<file path="config.mk">
export PLATFORM = sky130hd
export DESIGN_NAME = abs_cmd_ctrl
export DESIGN_NICKNAME = d
export VERILOG_FILES = /design/src/rtl/acc_pkg.sv /design/src/rtl/acc_cmd_decode.sv /design/src/rtl/acc_data_bank.sv /design/src/rtl/acc_cmd_fsm.sv /design/src/rtl/abs_cmd_ctrl.sv
export SDC_FILE = /design/constraint.sdc
export NUM_CORES = 1
export LEC_CHECK = 0
export BUFFER_PORTS_ARGS = -buffer_cell sky130_fd_sc_hd__buf_2
export CORE_AREA = 2 2 124 126
export CTS_BUF_LIST = sky130_fd_sc_hd__clkbuf_8
export CTS_CLUSTER_SIZE = 16
export DETAILED_ROUTE_END_ITERATION = 7
export DIE_AREA = 0 0 126 128
export GPL_TIMING_DRIVEN = 0
export HOLD_SLACK_MARGIN = 0.08
export PLACE_DENSITY = 0.89
export SKIP_CTS_REPAIR_TIMING = 1
export SYNTH_ARGS = -nofsm -noshare
export SYNTH_HDL_FRONTEND = slang
export SYNTH_SLANG_ARGS = --single-unit
export TNS_END_PERCENT = 20
</file>
<file path="constraint.sdc">
create_clock -name clk -period 2.3 [get_ports clk]
set_input_delay 0.115 -clock clk [delete_from_list [all_inputs] [get_ports clk]]
set_output_delay 0.115 -clock clk [all_outputs]
set_load 0.01 [all_outputs]
</file>
<file path="src/rtl/acc_pkg.sv">
package acc_pkg;

    localparam int CMD_W     = 32;
    localparam int WORD_W    = 32;
    localparam int REGNO_W   = 16;
    localparam int TYPE_HI   = 31;
    localparam int TYPE_LO   = 24;
    localparam int RSV_HI    = 23;
    localparam int SIZE_HI   = 22;
    localparam int SIZE_LO   = 20;
    localparam int RSV_LO    = 19;
    localparam int POSTX_BIT = 18;
    localparam int XFER_BIT  = 17;
    localparam int WRITE_BIT = 16;

    localparam logic [7:0] TYPE_REGACC = 8'h00;
    localparam logic [2:0] SIZE_32     = 3'd2;
    localparam logic [2:0] SIZE_64     = 3'd3;

    localparam logic [2:0] ERR_NONE  = 3'd0;
    localparam logic [2:0] ERR_BUSY  = 3'd1;
    localparam logic [2:0] ERR_UNSUP = 3'd2;
    localparam logic [2:0] ERR_EXC   = 3'd3;
    localparam logic [2:0] ERR_HALT  = 3'd4;

    typedef enum logic {
        ST_IDLE,
        ST_ACCESS
    } acc_state_e;

    typedef struct packed {
        logic               type_ok;
        logic               opt_ok;
        logic               xfer;
        logic               write;
        logic               wide;
        logic [REGNO_W-1:0] regno;
    } cmd_dec_t;

    typedef struct packed {
        acc_state_e         state;
        logic [2:0]         err;
        logic               write;
        logic               wide;
        logic [REGNO_W-1:0] regno;
    } fsm_regs_t;

endpackage

</file>
<file path="src/rtl/acc_cmd_decode.sv">
module acc_cmd_decode
    import acc_pkg::*;
(
    input  logic [CMD_W-1:0] cmd_word,
    output cmd_dec_t         dec
);

    logic [2:0] size_f;

    always_comb begin
        size_f      = cmd_word[SIZE_HI:SIZE_LO];
        dec.type_ok = (cmd_word[TYPE_HI:TYPE_LO] == TYPE_REGACC);
        dec.opt_ok  = !cmd_word[POSTX_BIT] && !cmd_word[RSV_HI] && !cmd_word[RSV_LO]
                      && ((size_f == SIZE_32) || (size_f == SIZE_64));
        dec.xfer    = cmd_word[XFER_BIT];
        dec.write   = cmd_word[WRITE_BIT];
        dec.wide    = (size_f == SIZE_64);
        dec.regno   = cmd_word[REGNO_W-1:0];
    end

endmodule

</file>
<file path="src/rtl/acc_data_bank.sv">
module acc_data_bank
    import acc_pkg::*;
#(
    parameter int NUM_DATA = 4,
    parameter int ADDR_W   = 4
) (
    input  logic                clk,
    input  logic                rst_n,
    input  logic                wr_en,
    input  logic [ADDR_W-1:0]   wr_addr,
    input  logic [WORD_W-1:0]   wr_data,
    input  logic                lock,
    input  logic                res_we,
    input  logic                res_wide,
    input  logic [2*WORD_W-1:0] res_data,
    input  logic [ADDR_W-1:0]   rd_addr,
    output logic [WORD_W-1:0]   rd_word,
    output logic [WORD_W-1:0]   arg_lo,
    output logic [WORD_W-1:0]   arg_hi
);

    typedef logic [NUM_DATA-1:0][WORD_W-1:0] bank_t;

    bank_t regs_d, regs_q;

    always_comb begin
        regs_d = regs_q;
        for (int i = 0; i < NUM_DATA; i++) begin
            if (wr_en && !lock && (wr_addr == ADDR_W'(i))) begin
                regs_d[i] = wr_data;
            end
        end
        if (res_we) begin
            regs_d[0] = res_data[WORD_W-1:0];
            if (res_wide) begin
                regs_d[1] = res_data[2*WORD_W-1:WORD_W];
            end
        end
    end

    always_ff @(posedge clk or negedge rst_n) begin
        if (!rst_n) begin
            regs_q <= '0;
        end else begin
            regs_q <= regs_d;
        end
    end

    always_comb begin
        rd_word = '0;
        for (int i = 0; i < NUM_DATA; i++) begin
            if (rd_addr == ADDR_W'(i)) begin
                rd_word = regs_q[i];
            end
        end
    end

    assign arg_lo = regs_q[0];
    assign arg_hi = regs_q[1];

    // arguments hold while a transfer is outstanding, except for the result write
    p_args_locked_r11: assert property (@(posedge clk) disable iff (!rst_n)
        ($past(lock) && !$past(res_we)) |-> $stable(regs_q))
        else $error("argument bank changed while locked");

endmodule

</file>
<file path="src/rtl/acc_cmd_fsm.sv">
module acc_cmd_fsm
    import acc_pkg::*;
(
    input  logic               clk,
    input  logic               rst_n,
    input  logic               cmd_wr,
    input  logic               data_wr,
    input  logic               stat_wr,
    input  logic [2:0]         stat_clr,
    input  cmd_dec_t           dec,
    input  logic               halted,
    input  logic               avail,
    input  logic               rsp_valid,
    input  logic               rsp_exc,
    output logic               busy,
    output logic [2:0]         err,
    output logic               req_write,
    output logic               req_wide,
    output logic [REGNO_W-1:0] req_regno,
    output logic               res_we,
    output logic               res_wide
);

    fsm_regs_t r_d, r_q;

    always_comb begin
        r_d      = r_q;
        res_we   = 1'b0;
        res_wide = 1'b0;

        if (stat_wr) begin
            r_d.err = r_q.err & ~stat_clr;
        end

        unique case (r_q.state)
            ST_IDLE: begin
                if (cmd_wr && (r_q.err == ERR_NONE)) begin
                    if (!dec.type_ok || !dec.opt_ok) begin
                        r_d.err = ERR_UNSUP;
                    end else if (dec.xfer) begin
                        if (!halted || !avail) begin
                            r_d.err = ERR_HALT;
                        end else begin
                            r_d.state = ST_ACCESS;
                            r_d.write = dec.write;
                            r_d.wide  = dec.wide;
                            r_d.regno = dec.regno;
                        end
                    end
                end
            end
            ST_ACCESS: begin
                if ((cmd_wr || data_wr) && (r_q.err == ERR_NONE)) begin
                    r_d.err = ERR_BUSY;
                end
                if (!avail) begin
                    if (r_d.err == ERR_NONE) begin
                        r_d.err = ERR_HALT;
                    end
                    r_d.state = ST_IDLE;
                end else if (rsp_valid) begin
                    if (rsp_exc) begin
                        if (r_d.err == ERR_NONE) begin
                            r_d.err = ERR_EXC;
                        end
                    end else if (!r_q.write) begin
                        res_we   = 1'b1;
                        res_wide = r_q.wide;
                    end
                    r_d.state = ST_IDLE;
                end
            end
            default: r_d.state = ST_IDLE;
        endcase
    end

    always_ff @(posedge clk or negedge rst_n) begin
        if (!rst_n) begin
            r_q <= '{state: ST_IDLE, err: ERR_NONE, write: 1'b0, wide: 1'b0, regno: '0};
        end else begin
            r_q <= r_d;
        end
    end

    assign busy      = (r_q.state == ST_ACCESS);
    assign err       = r_q.err;
    assign req_write = r_q.write;
    assign req_wide  = r_q.wide;
    assign req_regno = r_q.regno;

    // request fields do not move while the transfer is outstanding
    p_req_stable_r4: assert property (@(posedge clk) disable iff (!rst_n)
        (busy && $past(busy)) |-> ($stable(req_regno) && $stable(req_write) && $stable(req_wide)))
        else $error("request fields changed mid-transfer");

    // a transfer only starts from a clear error code
    p_no_start_on_err_r10: assert property (@(posedge clk) disable iff (!rst_n)
        $rose(busy) |-> ($past(r_q.err) == ERR_NONE))
        else $error("transfer started with error pending");

    // a transfer only starts against a halted, available hart
    p_start_needs_halt_r8: assert property (@(posedge clk) disable iff (!rst_n)
        $rose(busy) |-> $past(halted && avail))
        else $error("transfer started on a hart that was not halted");

    // busy only ends on a response or a loss of availability
    p_busy_end_r9: assert property (@(posedge clk) disable iff (!rst_n)
        $fell(busy) |-> ($past(rsp_valid) || !$past(avail)))
        else $error("busy dropped without cause");

    // the error code stays inside the defined set
    p_err_legal_r3: assert property (@(posedge clk) disable iff (!rst_n)
        r_q.err <= ERR_HALT)
        else $error("illegal error code");

endmodule

</file>
<file path="src/rtl/abs_cmd_ctrl.sv">
module abs_cmd_ctrl
    import acc_pkg::*;
#(
    parameter int NUM_DATA = 4,
    parameter int ADDR_W   = 4
) (
    input  logic                clk,
    input  logic                rst_n,
    input  logic                wr_en,
    input  logic [ADDR_W-1:0]   wr_addr,
    input  logic [WORD_W-1:0]   wr_data,
    input  logic [ADDR_W-1:0]   rd_addr,
    output logic [WORD_W-1:0]   rd_data,
    output logic                busy,
    output logic [2:0]          cmd_err,
    input  logic                hart_halted,
    input  logic                hart_avail,
    output logic                hart_req,
    output logic                hart_req_write,
    output logic                hart_req_wide,
    output logic [REGNO_W-1:0]  hart_req_regno,
    output logic [2*WORD_W-1:0] hart_req_wdata,
    input  logic                hart_rsp_valid,
    input  logic                hart_rsp_exc,
    input  logic [2*WORD_W-1:0] hart_rsp_rdata
);

    localparam logic [ADDR_W-1:0] STAT_ADDR = ADDR_W'((1 << ADDR_W) - 2);
    localparam logic [ADDR_W-1:0] CMD_ADDR  = ADDR_W'((1 << ADDR_W) - 1);
    localparam logic [ADDR_W-1:0] DATA_END  = ADDR_W'(NUM_DATA);

    cmd_dec_t          dec;
    logic              cmd_wr, data_wr, stat_wr;
    logic              res_we, res_wide;
    logic [WORD_W-1:0] bank_rd, arg_lo, arg_hi;

    assign cmd_wr  = wr_en && (wr_addr == CMD_ADDR);
    assign stat_wr = wr_en && (wr_addr == STAT_ADDR);
    assign data_wr = wr_en && (wr_addr < DATA_END);

    acc_cmd_decode u_dec (
        .cmd_word (wr_data),
        .dec      (dec)
    );

    acc_cmd_fsm u_fsm (
        .clk       (clk),
        .rst_n     (rst_n),
        .cmd_wr    (cmd_wr),
        .data_wr   (data_wr),
        .stat_wr   (stat_wr),
        .stat_clr  (wr_data[2:0]),
        .dec       (dec),
        .halted    (hart_halted),
        .avail     (hart_avail),
        .rsp_valid (hart_rsp_valid),
        .rsp_exc   (hart_rsp_exc),
        .busy      (busy),
        .err       (cmd_err),
        .req_write (hart_req_write),
        .req_wide  (hart_req_wide),
        .req_regno (hart_req_regno),
        .res_we    (res_we),
        .res_wide  (res_wide)
    );

    acc_data_bank #(
        .NUM_DATA (NUM_DATA),
        .ADDR_W   (ADDR_W)
    ) u_bank (
        .clk      (clk),
        .rst_n    (rst_n),
        .wr_en    (wr_en),
        .wr_addr  (wr_addr),
        .wr_data  (wr_data),
        .lock     (busy),
        .res_we   (res_we),
        .res_wide (res_wide),
        .res_data (hart_rsp_rdata),
        .rd_addr  (rd_addr),
        .rd_word  (bank_rd),
        .arg_lo   (arg_lo),
        .arg_hi   (arg_hi)
    );

    assign hart_req       = busy;
    assign hart_req_wdata = {(hart_req_wide ? arg_hi : '0), arg_lo};

    always_comb begin
        if (rd_addr == STAT_ADDR) begin
            rd_data = {27'b0, busy, 1'b0, cmd_err};
        end else if (rd_addr == CMD_ADDR) begin
            rd_data = '0;
        end else begin
            rd_data = bank_rd;
        end
    end

    // no hart request can follow an unknown command type
    p_bad_type_no_req_r2: assert property (@(posedge clk) disable iff (!rst_n)
        (cmd_wr && !busy && !dec.type_ok) |=> !hart_req)
        else $error("request raised for unknown command type");

endmodule

</file>
After elaboration in Yosys (flattened, before gate mapping)
Index checks and enable logic that the tools add are counted.
- $lt $le $gt $ge: 1
- equality and inequality tests: 12
- mux-type cells: 38
- bitwise operators: 5
- reductions and logical operators: 32
- operators by type and width (operator ; count):
    $mux 32 ; 10
    $mux 64 ; 1
    $mux 22 ; 2
    $mux 18 ; 2
    $mux 3 ; 8
    $eq 4x2->1 const B ; 4
    $eq 4x4->1 const B ; 4
    $logic_and 1x1->1 ; 13
    $mux 1 ; 12
    $eq 4x1->1 const B ; 2
    $logic_not 1->1 ; 8
    $logic_not 4->1 ; 2
    $logic_not 8->1 ; 1
    $mux 4 ; 2
    $pmux 4 s2 ; 1
    $eq 3x2->1 const B ; 2
    $logic_not 3->1 ; 2
    $reduce_and 5->1 ; 1
    $logic_or 1x1->1 ; 4
    $lt 4x3->1 const B ; 1
    $and 3x3->3 ; 1
    $not 1->1 ; 3
    $not 3->3 ; 1
    $reduce_bool 2->1 ; 1
- bits in registers: 150
- input port bits: 111
- output and inout bits: 119
- word-level logic and storage cells: 97

Depth between registers and ports, before layout
Gate-level depths: netlist of the first run.
- depth after elaboration: 12
- depth in mapped cells: 7
- gate-level depth less buffers: 4

Cells and area by module
A second synthesis of the first run with hierarchy kept.
- cell total of the unflattened synthesis: 814
- area, all modules: 8787.2 um^2
- by module, submodules not included (module ; times used ; cells an instance ; area each (um^2) ; seq. area each (um^2)):
    acc_data_bank ; 1 ; 643 ; 7130.6 ; 3203.1
    acc_cmd_fsm ; 1 ; 65 ; 947.2 ; 550.5
    abs_cmd_ctrl ; 1 ; 81 ; 535.5 ; 0.0
    acc_cmd_decode ; 1 ; 25 ; 173.9 ; 0.0

Worst setup path before layout of the first run
OpenSTA, ideal clock, no wires.
- kind: flip-flop to flip-flop
- start point: register u_fsm.r_q (netlist bit u_fsm.busy)
- end point: register u_fsm.r_q (netlist bit u_fsm.req_regno[10])
- setup time: 125 ps
- data arrival time: 1903 ps
- path slack: 272 ps
- cell stages (with the launch flop): 7
- path buffers: 2
- period minus slack after synthesis: 2028 ps
- cells stage by stage: dfrtp_1 -> buf_6 -> nor4_4 -> nand4_2 -> nor3_4 -> buf_8 -> mux2_4
- word-level cells in the longest chain between the ends: 2
- ends and longest elaborated chain (element ; RTL line ; source):
    start, declared ; acc_cmd_fsm.sv:24 ; fsm_regs_t r_d, r_q;
    start signal, assigned ; acc_cmd_fsm.sv:79 ; r_q <= '{state: ST_IDLE, err: ERR_NONE, write: 1'b0, wide: 1'b0, regno: '0};
    start signal, assigned ; acc_cmd_fsm.sv:81 ; r_q <= r_d;
    $not 1->1 (no source line) ; - ;
    $reduce_and 5->1 (no source line) ; - ;
No other way between the ends.
A chain may end at the register's enable or synchronous reset.

Worst setup path after layout of the first run
- start point: register u_fsm.r_q (netlist bit u_fsm.busy)
- end point: register u_bank.regs_q[21] (netlist: u_bank.arg_lo[21])
- word-level cells in the longest chain between the ends: 4
- ends and longest elaborated chain (element ; RTL line ; source):
    $logic_not 1->1 ; acc_data_bank.sv:29 ; if (wr_en && !lock && (wr_addr == ADDR_W'(i))) begin
    $logic_and 1x1->1 (2 in a row) ; acc_data_bank.sv:29 ;
    $reduce_bool 2->1 (no source line) ; - ;
    end signal, assigned ; acc_data_bank.sv:45 ; regs_q <= regs_d;
    end, declared ; acc_data_bank.sv:24 ; bank_t regs_d, regs_q;
Parallel ways exist; a longest one is shown, timed or not.

==> metrics, run 1 <==
outcome completed; Initial Util 52.7%; DR iter-0 viols 551; I/O pin count 230; Post-Synth Adder-Cell Area 0%; DIE AREA 16,100 µm²; CP max FO 10; hold path endpoint u_fsm.err[2]; mux share of post-synthesis cell area 29.6%; max-cap check violation count 0; Skew-Pair Late Insertion Delay 0.47 ns; #FFs+latches synth 150; Vias/cell 5.84; Bufs on Longest Clock Path 2; Hold Fails Final Rpt 0; Crit path largest cell delay 0.44 ns; mapped cell area 7840 µm²; initial antenna violation count 2; Worst Path Buf+Inv 3; clock sink count 150; reg2reg path depth 7; crit end category register; crit-path cells buf_6, nor4b_4, nor3b_1, buf_2, buf_4, mux2i_1, a21oi_1; footprint of the multi-input gates 3640 µm²; cts bufs inserted 17; crit path launch u_fsm.busy; Worst VDD drop 414 µV; routed wire length 26,400 µm; register area 3750 µm²; DRC Markers 0; wire per inst 22.1 µm; Yosys cell types 41; CP required 2.61 ns; origin of the critical flop-to-flop path u_fsm.busy; via count 6,966; period utilization 95.6%; crit-path leading delay family buffers and inverters; Worst Min Path Start hart_halted; RSZ-0062 raised after global routing yes; Post-synth EDFFs 0; CP Class register to register; Filler cells 975; gr usage total 28.5%; Die Ht 128 µm; Rel. slew slack 46.9%; Die W 126 µm; register area share after synthesis 47.9%; clock slew at reported path FFs 0.09 ns; YS warnings 0; PortBufs 226; H-tree level count 4; Worst Hold Class input port to register; Core Box Area 14,900 µm²; Crit path arrival time 2.51 ns; synthesis-to-layout area growth 35.7%; largest net degree at the start of global routing 79; internal reg-to-reg setup slack 0.10 ns; CTS tree built; global-route wire length before repair 34,900 µm; Post-layout nets 1,101; DRT antenna net count 0; Startpoint Class register; first-pass iteration count of the detailed router 5; pwr/cell area 699 nW/µm²; total congestion overflow 0; slowest stage cell, crit path dfrtp_1; Synth Area in Compound Gates 5.81%; P_leak 5.32 nW; Top FF cell, synth dfrtp_1; Syn Inst Count 643; Worst-Margin Slew 0.797 ns; main combinational cell family by area after synthesis multiplexers; skew final 0.0181 ns; Placer Congestion 0.857; worst slack at placement -0.222 ns; worst hold stages 4; final setup margin 0.100 ns; # setup viols final 0; Post-synth ARST share 100%; Syn Nets 754; xor/xnor cell area share of the yosys netlist 0%; # rows 45; synthesized area per cell 12.2 µm²; vias in the first global route 6,255; reg2reg end u_bank.arg_lo[21]; HPWL Detailed 16,000 µm; Post-Route Utilization 71.5%; Post-Synth Simple-Gate Area 10.9%; Max Clk Rate 455 MHz; CTS root buf clkbuf_8; layout cell share with drive strength beyond 1 42.4%; Slew Limit Fails 0; Tmin final 2.20 ns
-- metrics by stage --
step / cell area (µm²) / instances / hold slack (ns) / power, mW / TNS [ns]
after floorplan: 7840 / 643 / -0.181 / 4.63 / 0
after global placement: 9210 / 1057 / 0.333 / 5.19 / -166.06
after detailed placement: 9240 / 1058 / 0.183 / 5.30 / -2.34
after CTS: 9600 / 1090 / -0.323 / 7.20 / -2.13
after global routing: 10600 / 1192 / 0.133 / 7.76 / 0
final: 10600 / 1193 / 0.118 / 7.44 / 0
-- layer usage --
metal / vias to the layer above / share of wire (%) / global-route usage (%)
met5: - / 0 / 0
met4: 0 / 3.6 / 9.89
met3: 89 / 8.8 / 7.85
met2: 459 / 50 / 45.9
met1: 3462 / 37 / 37.6
li1: 2956 / - / -
-- flip-flops by register name, summed over array words and instances, names as in the netlist --
| register | flops |
|---|---|
| u_bank.regs_q | 64 |
| u_bank.arg_hi | 32 |
| u_bank.arg_lo | 32 |
| u_fsm.req_regno | 16 |
| u_fsm.err | 3 |
| u_fsm.busy | 1 |
| u_fsm.req_wide | 1 |
| u_fsm.req_write | 1 |
-- synthesized netlist by cell type (all sizes together), types with 2 or more instances --
cell type	n	area, µm²
mux4	32	721
buf	48	343
nand3	4	20.0
nor3b	2	15.0
o31ai	3	22.5
nand4	3	25.0
nand2	5	18.8
o21ai	3	15.0
a21oi	64	320
clkbuf	28	105
mux2	82	957
dfrtp	150	3750
a41oi	2	17.5
nand3b	2	15.0
nor2	66	248
mux2i	64	641
nor4	3	40.0
nor4b	2	32.5
a22o	4	35.0
inv	2	7.51
and2	63	394
-- layout make-up --
cell class              instances  share of cell area (%)
flip-flops and latches        150                    35.3
multi-input cells             415                    34.2
repair buffers                328                    20.6
plain buffers                  76                    4.21
clock buffers                  18                    2.33
well taps                     188                    2.21
clock inverters                14                    1.09
inverters                       2                  0.0706
diodes                          2                  0.0471
-- cell usage in the layout, fill, tap and decap left out, types with 3 or more instances in the layout --
cell type        n
buf_2          232
mux4_2          32
nand2_1          5
clkbuf_1        28
mux2_4           9
buf_1            3
clkbuf_8        18
and2_1          63
inv_6            7
dfrtp_1        150
clkinvlp_4       4
mux2_2          73
a22o_1           4
nand3_1          4
buf_4           36
o31ai_1          3
o21ai_0          3
dlygate4sd3_1  100
a21oi_1         64
nor2_1          66
mux2i_1         64
-- tightest hold or removal path, delay by kind of cell --
family / cells / cell delay, ns
buf+inv: 1 / 0.08
compound gates: 2 / 0.25
simple gates: 1 / 0.08
-- cell families (layout without fill, tap and decap cells) --
logic type | count (synthesis) | after routing
simple gates | 155 | 155
mux | 178 | 178
other cells | 0 | 2
flops | 150 | 150
buf+inv | 78 | 438
compound gates | 82 | 82
-- power by group --
group	internal [mW]	switching, mW	total [mW]
Clock	0.804	1.13	1.93
Sequential	3.17	0.422	3.60
Combinational	1.13	0.776	1.91
-- worst max path at each step --
stage / to / slack [ns] / depth (start not counted)
3_3_place_gp: u_bank.arg_hi[6] / -1.10 / 1
6_report: u_bank.arg_lo[21] / 0.10 / 7
5_1_grt: u_bank.arg_hi[5] / 0.002 / 5
2_1_floorplan: u_fsm.req_regno[10] / 0.27 / 6
4_1_cts: u_fsm.req_regno[15] / -0.21 / 6
3_5_place_dp: u_fsm.req_regno[15] / -0.22 / 6
(Power assumes the default switching activity.)
==> run 2, diff against run 1 <==
- ABC_AREA: default -> 1
- CORE_AREA: 2 2 124 126 -> 2 2 176 92
- DIE_AREA: 0 0 126 128 -> 0 0 178 94
- PLACE_DENSITY: 0.89 -> 0.88
- REMOVE_ABC_BUFFERS: default -> 1
==> run 2 against run 1 <==
Effect of this change: the run now ends with setup timing left; first-iteration DRC count is 77% higher; clock-buffer cell count stayed put; die area is 3.7% higher; non-clock buffer count is 58 lower; final cell count is 27% higher; clock skew is 0.0050 ns higher; flip-flop and latch count stayed put; largest power group unchanged.
==> metrics, run 2 <==
total congestion overflow 0 (unchanged); reg2reg end u_bank.arg_lo[26]; Bufs on Longest Clock Path 2 (unchanged); Biggest register u_bank.regs_q; final setup margin -0.0174 ns (-0.118 ns); DRT antenna net count 0 (unchanged); Skew-Pair Late Insertion Delay 0.45 ns (-0.02 ns); CP Class register to register; CP required 2.67 ns (+0.06 ns); CTS root buf clkbuf_8; origin of the critical flop-to-flop path u_fsm.busy; DRC Markers 0 (unchanged); area leader, netlist dfrtp_1; Post-DP Area 8930 µm² (-3.3%); Worst VDD drop 383 µV (-7.6%); Initial Util 53.0% (+0.22 points); Worst Hold Class input port to register; most frequent cells after synthesis nand2_1 (259), dfrtp_1 (150), nand3_1 (113); Placer Congestion 0.848 (-0.95%); PortBufs 229 (+1.3%); Yosys cell types 30 (-27%); outcome finished with violations; CP max FO 19 (+9); Worst Min Path Start hart_halted; RSZ-0062 raised after global routing yes; pwr/cell area 657 nW/µm² (-6.1%); synthesis-to-layout area growth 33.4%; Clk pwr share 30.1% (+4.1 points); slowest stage cell, crit path dfrtp_1; Top FF cell, synth dfrtp_1; HPWL Detailed 16,800 µm (+4.8%); max reg flops 64 (unchanged); worst slack at placement -1.29 ns (-1.06 ns); Rel. slew slack 9.08% (-38 points); Final Cell Area 10,700 µm² (+0.25%); period utilization 101% (+5.1 points); layout cell share with drive strength beyond 1 24.4% (-18 points); skew final 0.0232 ns (+0.00503 ns); routed wire length 32,000 µm (+22%); most frequent cells in the layout nand2_1 (259), buf_2 (227), dfrtp_1 (149), nand3_1 (111), dlygate4sd3_1 (99); global-route wire length before repair 40,900 µm (+17%); largest net degree at the start of global routing 88 (+11%); Worst Path Buf+Inv 3 (unchanged); crit end category register; Slew Limit Fails 0 (unchanged); Max Clk Rate 432 MHz (-5.1%); Crit path largest cell delay 0.68 ns (+0.24 ns); first-pass iteration count of the detailed router 6 (+1); Worst-Margin Slew 1.36 ns (+0.565 ns); Die W 178 µm (+41%); Hold Fails Final Rpt 0 (unchanged); Crit path arrival time 2.69 ns (+0.18 ns); P_leak 5.58 nW (+4.9%); cts bufs inserted 17 (unchanged); gr usage total 32.5% (+4.0 points); cell internal pwr 4.72 mW (-7.7%); DIE AREA 16,700 µm² (+3.7%); Psw 2.28 mW (-1.8%); Filler cells 1,189 (+22%); synthesized area per cell 7.74 µm² (-36%); most common cell in the synthesized netlist nand2_1; Vias/cell 6.06 (+3.7%); reg2reg path depth 8 (+1); clock slew at reported path FFs 0.09 ns (about the same); initial antenna violation count 0 (-2); total power draw 7.00 mW (-5.8%); Seq pwr share 49.6% (+1.3 points); Critical Path Most Common Cell nand2_1; I/O pin count 230 (unchanged); mapped cell area 7990 µm² (+2.0%); hold path endpoint u_fsm.err[2]; H-tree level count 4 (unchanged); crit-path leading delay family buffers and inverters; Core Box Area 15,100 µm² (+1.5%); logic gate share of total power 20.3% (-5.4 points); Post-synth ARST share 100% (unchanged); area share of the largest cell type after synthesis 47.0% (-0.92 points); Area contributors post-synth dfrtp_1 (47%), nand2_1 (12%), nand3_1 (7.1%); Post-synth EDFFs 0 (unchanged); Startpoint Class register; Post-layout nets 1,408 (+28%); Sw Share 32.6% (+1.3 points); Die Ht 94 µm (-27%); failing checks setup timing; # setup viols final 2 (+2); Syn Inst Count 1,032 (+60%); DR iter-0 viols 974 (+77%); clock sink count 150 (unchanged); register area share after synthesis 47.0% (-0.92 points); vias in the first global route 7,699 (+23%); wire per inst 21.2 µm (-4.2%); n_diodes 0 (-2); crit-path cells nor2_4, buf_12, nand3b_1, nand2_1, inv_1, buf_8, nand2_1, nand3_1; via count 9,165 (+32%); max-cap check violation count 0 (unchanged); internal reg-to-reg setup slack -0.02 ns (-0.12 ns); Tmin final 2.32 ns (+0.118 ns); commonest non-fill, non-tap cell in the layout nand2_1; CTS tree built; worst hold stages 6 (+2); # rows 32 (-29%); #FFs+latches synth 150 (unchanged); YS warnings 0 (unchanged)
-- run 2: worst register-to-register path, stage by stage (launching register included) --
cell and delay [ns]:
dfrtp_1 0.68, nor2_4 0.06, buf_12 0.16, nand3b_1 0.14, nand2_1 0.08, inv_1 0.65, buf_8 0.27, nand2_1 0.10
nand3_1 0.11
-- run 2: final cells by class --
class,instances,area [µm²],area share [%]
Timing Repair Buffer,346,2420,22.7
Sequential cell,150,3750,35.2
Clock buffer,18,248,2.32
Inverter,83,329,3.09
Multi-Input combinational cell,699,3510,32.9
Clock inverter,13,148,1.38
Tap cell,204,255,2.39
-- run 2: worst max-delay path by stage --
stage | startpoint | to | slack (ns) | depth (start not counted)
final | u_fsm.busy | u_bank.arg_lo[26] | -0.02 | 8
after global routing | u_fsm.busy | u_bank.arg_lo[30] | -0.09 | 8
after CTS | u_fsm.req_write | u_bank.arg_hi[14] | -1.29 | 7
after detailed placement | u_fsm.req_write | u_bank.arg_hi[14] | -1.29 | 7
after global placement | rd_addr[2] | rd_data[16] | -3.80 | 7
after floorplan | rd_addr[3] | rd_data[10] | -0.75 | 5
-- run 2: power groups by stage --
stage / clock (mW) / combinational, mW / sequential (mW)
global placement: 0 / 1.13 / 3.47
finish: 2.11 / 1.42 / 3.47
detailed placement: 0 / 1.19 / 3.50
floorplan: 0 / 0.595 / 3.47
global route: 2.22 / 1.56 / 3.52
CTS: 2.11 / 1.20 / 3.45
-- run 2: cell families after synthesis --
logic type	Yosys count	synth area share, %
AO/OA/AOI/OAI	183	13.5
buffers and inverters	189	11.1
flip-flops	150	47.0
AND/OR/NAND/NOR	510	28.4
-- run 2: through the flow --
step	hold WS, ns	util (%)	std cells	setup TNS [ns]
final	0.120	70.6	1513	-0.0187
after global routing	0.153	70.6	1513	-0.335
after CTS	-0.352	61.8	1393	-128.06
after detailed placement	0.141	59.2	1362	-127.74
after global placement	0.312	58.4	1359	-470.61
after floorplan	-0.181	-	926	-44.74
-- run 2: per-layer routing --
layer / routed length, µm / vias up / global-route usage [%]
met3: 4770 / 113 / 10.8
met1: 12600 / 4304 / 44.7
met5: 0 / - / 0
met4: 915 / 0 / 8.81
met2: 13800 / 769 / 49.2
li1: - / 3979 / -
==> run 3, diff against run 2 <==
--- a/config.mk
+++ b/config.mk
@@ -9,3 +9,3 @@
 export BUFFER_PORTS_ARGS = -buffer_cell sky130_fd_sc_hd__buf_2
-export CORE_AREA = 2 2 176 92
+export CORE_AREA = 2 2 144 111
 export CTS_BUF_LIST = sky130_fd_sc_hd__clkbuf_8
@@ -13,3 +13,3 @@
 export DETAILED_ROUTE_END_ITERATION = 7
-export DIE_AREA = 0 0 178 94
+export DIE_AREA = 0 0 146 113
 export GPL_TIMING_DRIVEN = 0
==> constraint.sdc (replaced) <==
create_clock -name clk -period 2.3 [get_ports clk]
set_input_delay 0.23 -clock clk [delete_from_list [all_inputs] [get_ports clk]]
set_output_delay 0.23 -clock clk [all_outputs]
set_load 0.01 [all_outputs]
==> run 3 against run 2 <==
Effect of this change: the flow still finishes with violations (setup timing); final cell count shrank 0.99%; worst setup slack lost 0.16 ns; wire length shrank 0.27%; clock-buffer cell count grew 2; sequential share of layout area grew 0.72 points; die area shrank 1.4%; clock skew shrank 0.0076 ns; fmax shrank 6.6%; register-to-register slack gained 0.05 ns; sequential power is essentially flat; largest power group unchanged; highest routed layer unchanged.
==> metrics, run 3 (synthesis gave the netlist of run 2 again) <==
clock sink count 150 (unchanged); CP required 2.63 ns (-0.04 ns); skew final 0.0156 ns (-0.00755 ns); Core Box Area 15,000 µm² (-0.43%); n_diodes 0 (unchanged); Crit path largest cell delay 0.73 ns (+0.05 ns); GR peak layer met2; P_leak 5.49 nW (-1.7%); DIE AREA 16,500 µm² (-1.4%); outcome finished with violations; RSZ-0062 raised after global routing yes; Vias/cell 6.10 (+0.63%); GR Util met3 7.86% (-3.0 points); # rows 39 (+22%); Post-Route Utilization 69.5% (-1.1 points); logic gate share of total power 20.0% (-0.3 points); Worst VDD drop 377 µV (-1.6%); Filler cells 1,169 (-1.7%); first-pass iteration count of the detailed router 8 (+2); Hold Fails Final Rpt 0 (unchanged); Rel. slew slack 24.3% (+15 points); grt met2 use 48.5% (-0.73 points); CTS root buf clkbuf_8; DRT antenna net count 0 (unchanged); worst hold stages 3 (-3); Bufs on Longest Clock Path 2 (unchanged); most frequent cells in the layout nand2_1 (259), buf_2 (227), dfrtp_1 (148), nand3_1 (111), dlygate4sd3_1 (80); final setup TNS -2.48 ns (-2.46 ns); DRC Markers 0 (unchanged); Initial Util 53.2% (+0.23 points); H-tree level count 4 (unchanged); reg2reg path depth 8 (unchanged); crit end category register; Crit path arrival time 2.81 ns (+0.12 ns); hold_ws 0.0618 ns (-0.0579 ns); commonest non-fill, non-tap cell in the layout nand2_1; crit-path leading delay family buffers and inverters; Worst Path Buf+Inv 3 (unchanged); CP max FO 31 (+12); Clk pwr share 29.5% (-0.6 points); Tmin final 2.48 ns (+0.163 ns); Worst path depth 6 (-2); crit-path cells buf_2, clkinvlp_4, nand3b_1, clkinvlp_4, nand3_1, nand3_1; vias in the first global route 7,645 (-0.70%); max reg flops 64 (unchanged); Seq pwr share 50.4% (+0.8 points); largest net degree at the start of global routing 85 (-3.4%); worst slack at placement -1.64 ns (-0.351 ns); DR iter-0 viols 1,327 (+36%); slowest stage cell, crit path clkinvlp_4; Placer Congestion 0.908 (+7.1%); met1 global-route usage 43.3% (-1.4 points); Sw Share 31.6% (-0.99 points); cts bufs inserted 17 (unchanged); Post-DP Area 8900 µm² (-0.29%); wire per inst 21.3 µm (+0.72%); Startpoint Class input port; Worst-Margin Slew 1.13 ns (-0.228 ns); # setup viols final 31 (+29); HPWL Detailed 15,800 µm (-5.7%); total congestion overflow 0 (unchanged); Skew-Pair Late Insertion Delay 0.46 ns (about the same); I/O pin count 230 (unchanged); non-filler cells, final 1,498 (-0.99%); PortBufs 229 (unchanged); total power draw 6.90 mW (-1.5%); Max Clk Rate 403 MHz (-6.6%); CP Class input port to register; Die W 146 µm (-18%); final setup margin -0.180 ns (-0.163 ns); Biggest register u_bank.regs_q; Placed Cells 1,362 (unchanged); CTS tree built; Die Ht 113 µm (+20%); failing checks setup timing; via count 9,131 (-0.37%); global-route wire length before repair 40,400 µm (-1.2%); pwr/cell area 660 nW/µm² (+0.51%); layout cell share with drive strength beyond 1 25.3% (+0.84 points); max-cap check violation count 0 (unchanged); Slew Limit Fails 0 (unchanged); clock slew at reported path FFs 0.08 ns (about the same); gr usage total 31.3% (-1.2 points); routed wire length 32,000 µm (-0.27%); period utilization 108% (+7.1 points); synthesis-to-layout area growth 30.8%; Final Cell Area 10,500 µm² (-2.0%); Worst Hold Class input port to register; initial antenna violation count 0 (unchanged); Psw 2.18 mW (-4.5%); cell internal pwr 4.72 mW (about the same); Post-layout nets 1,393 (-1.1%)
==> run 3: layout make-up <==
class | instances | area (µm²) | share of cell area (%)
clock buffers | 20 | 275 | 2.63
clock inverters | 10 | 108 | 1.03
inverters | 83 | 345 | 3.30
multi-input cells | 700 | 3520 | 33.7
flip-flops and latches | 150 | 3760 | 35.9
well taps | 205 | 256 | 2.45
repair buffers | 329 | 2180 | 20.9
repair inverters | 1 | 7.51 | 0.0718
==> run 3: final timing paths <==
check | start | endpoint | slack [ns]
max | wr_addr[1] | u_bank.arg_lo[12] | -0.18
min | hart_rsp_rdata[54] | u_bank.arg_hi[22] | 0.06
max reg2reg | u_fsm.req_write | u_bank.arg_lo[12] | 0.03
min reg2reg | u_fsm.req_regno[13] | u_fsm.req_regno[13] | 0.49
max in group asynchronous | rst_n | u_bank.regs_q[115] | 1.10
min in group asynchronous | rst_n | u_bank.arg_hi[20] | 0.37
==> run 3: tightest hold or removal path: stages <==
cell and delay, ns:
buf_2 0.11, nor2_1 0.10, a31oi_1 0.04
==> run 3: layer usage <==
metal	wire length [µm]	up-vias
li1	-	3953
met1	11800	4203
met2	14300	825
met3	4550	150
met4	1330	0
met5	0	-
==> run 3: power groups by stage <==
stage	registers (mW)	clock network, mW	logic [mW]
3_5_place_dp	3.49	0	1.18
6_report	3.48	2.04	1.38
3_3_place_gp	3.48	0	1.12
2_1_floorplan	3.47	0	0.595
5_1_grt	3.52	2.15	1.52
4_1_cts	3.45	2.04	1.18
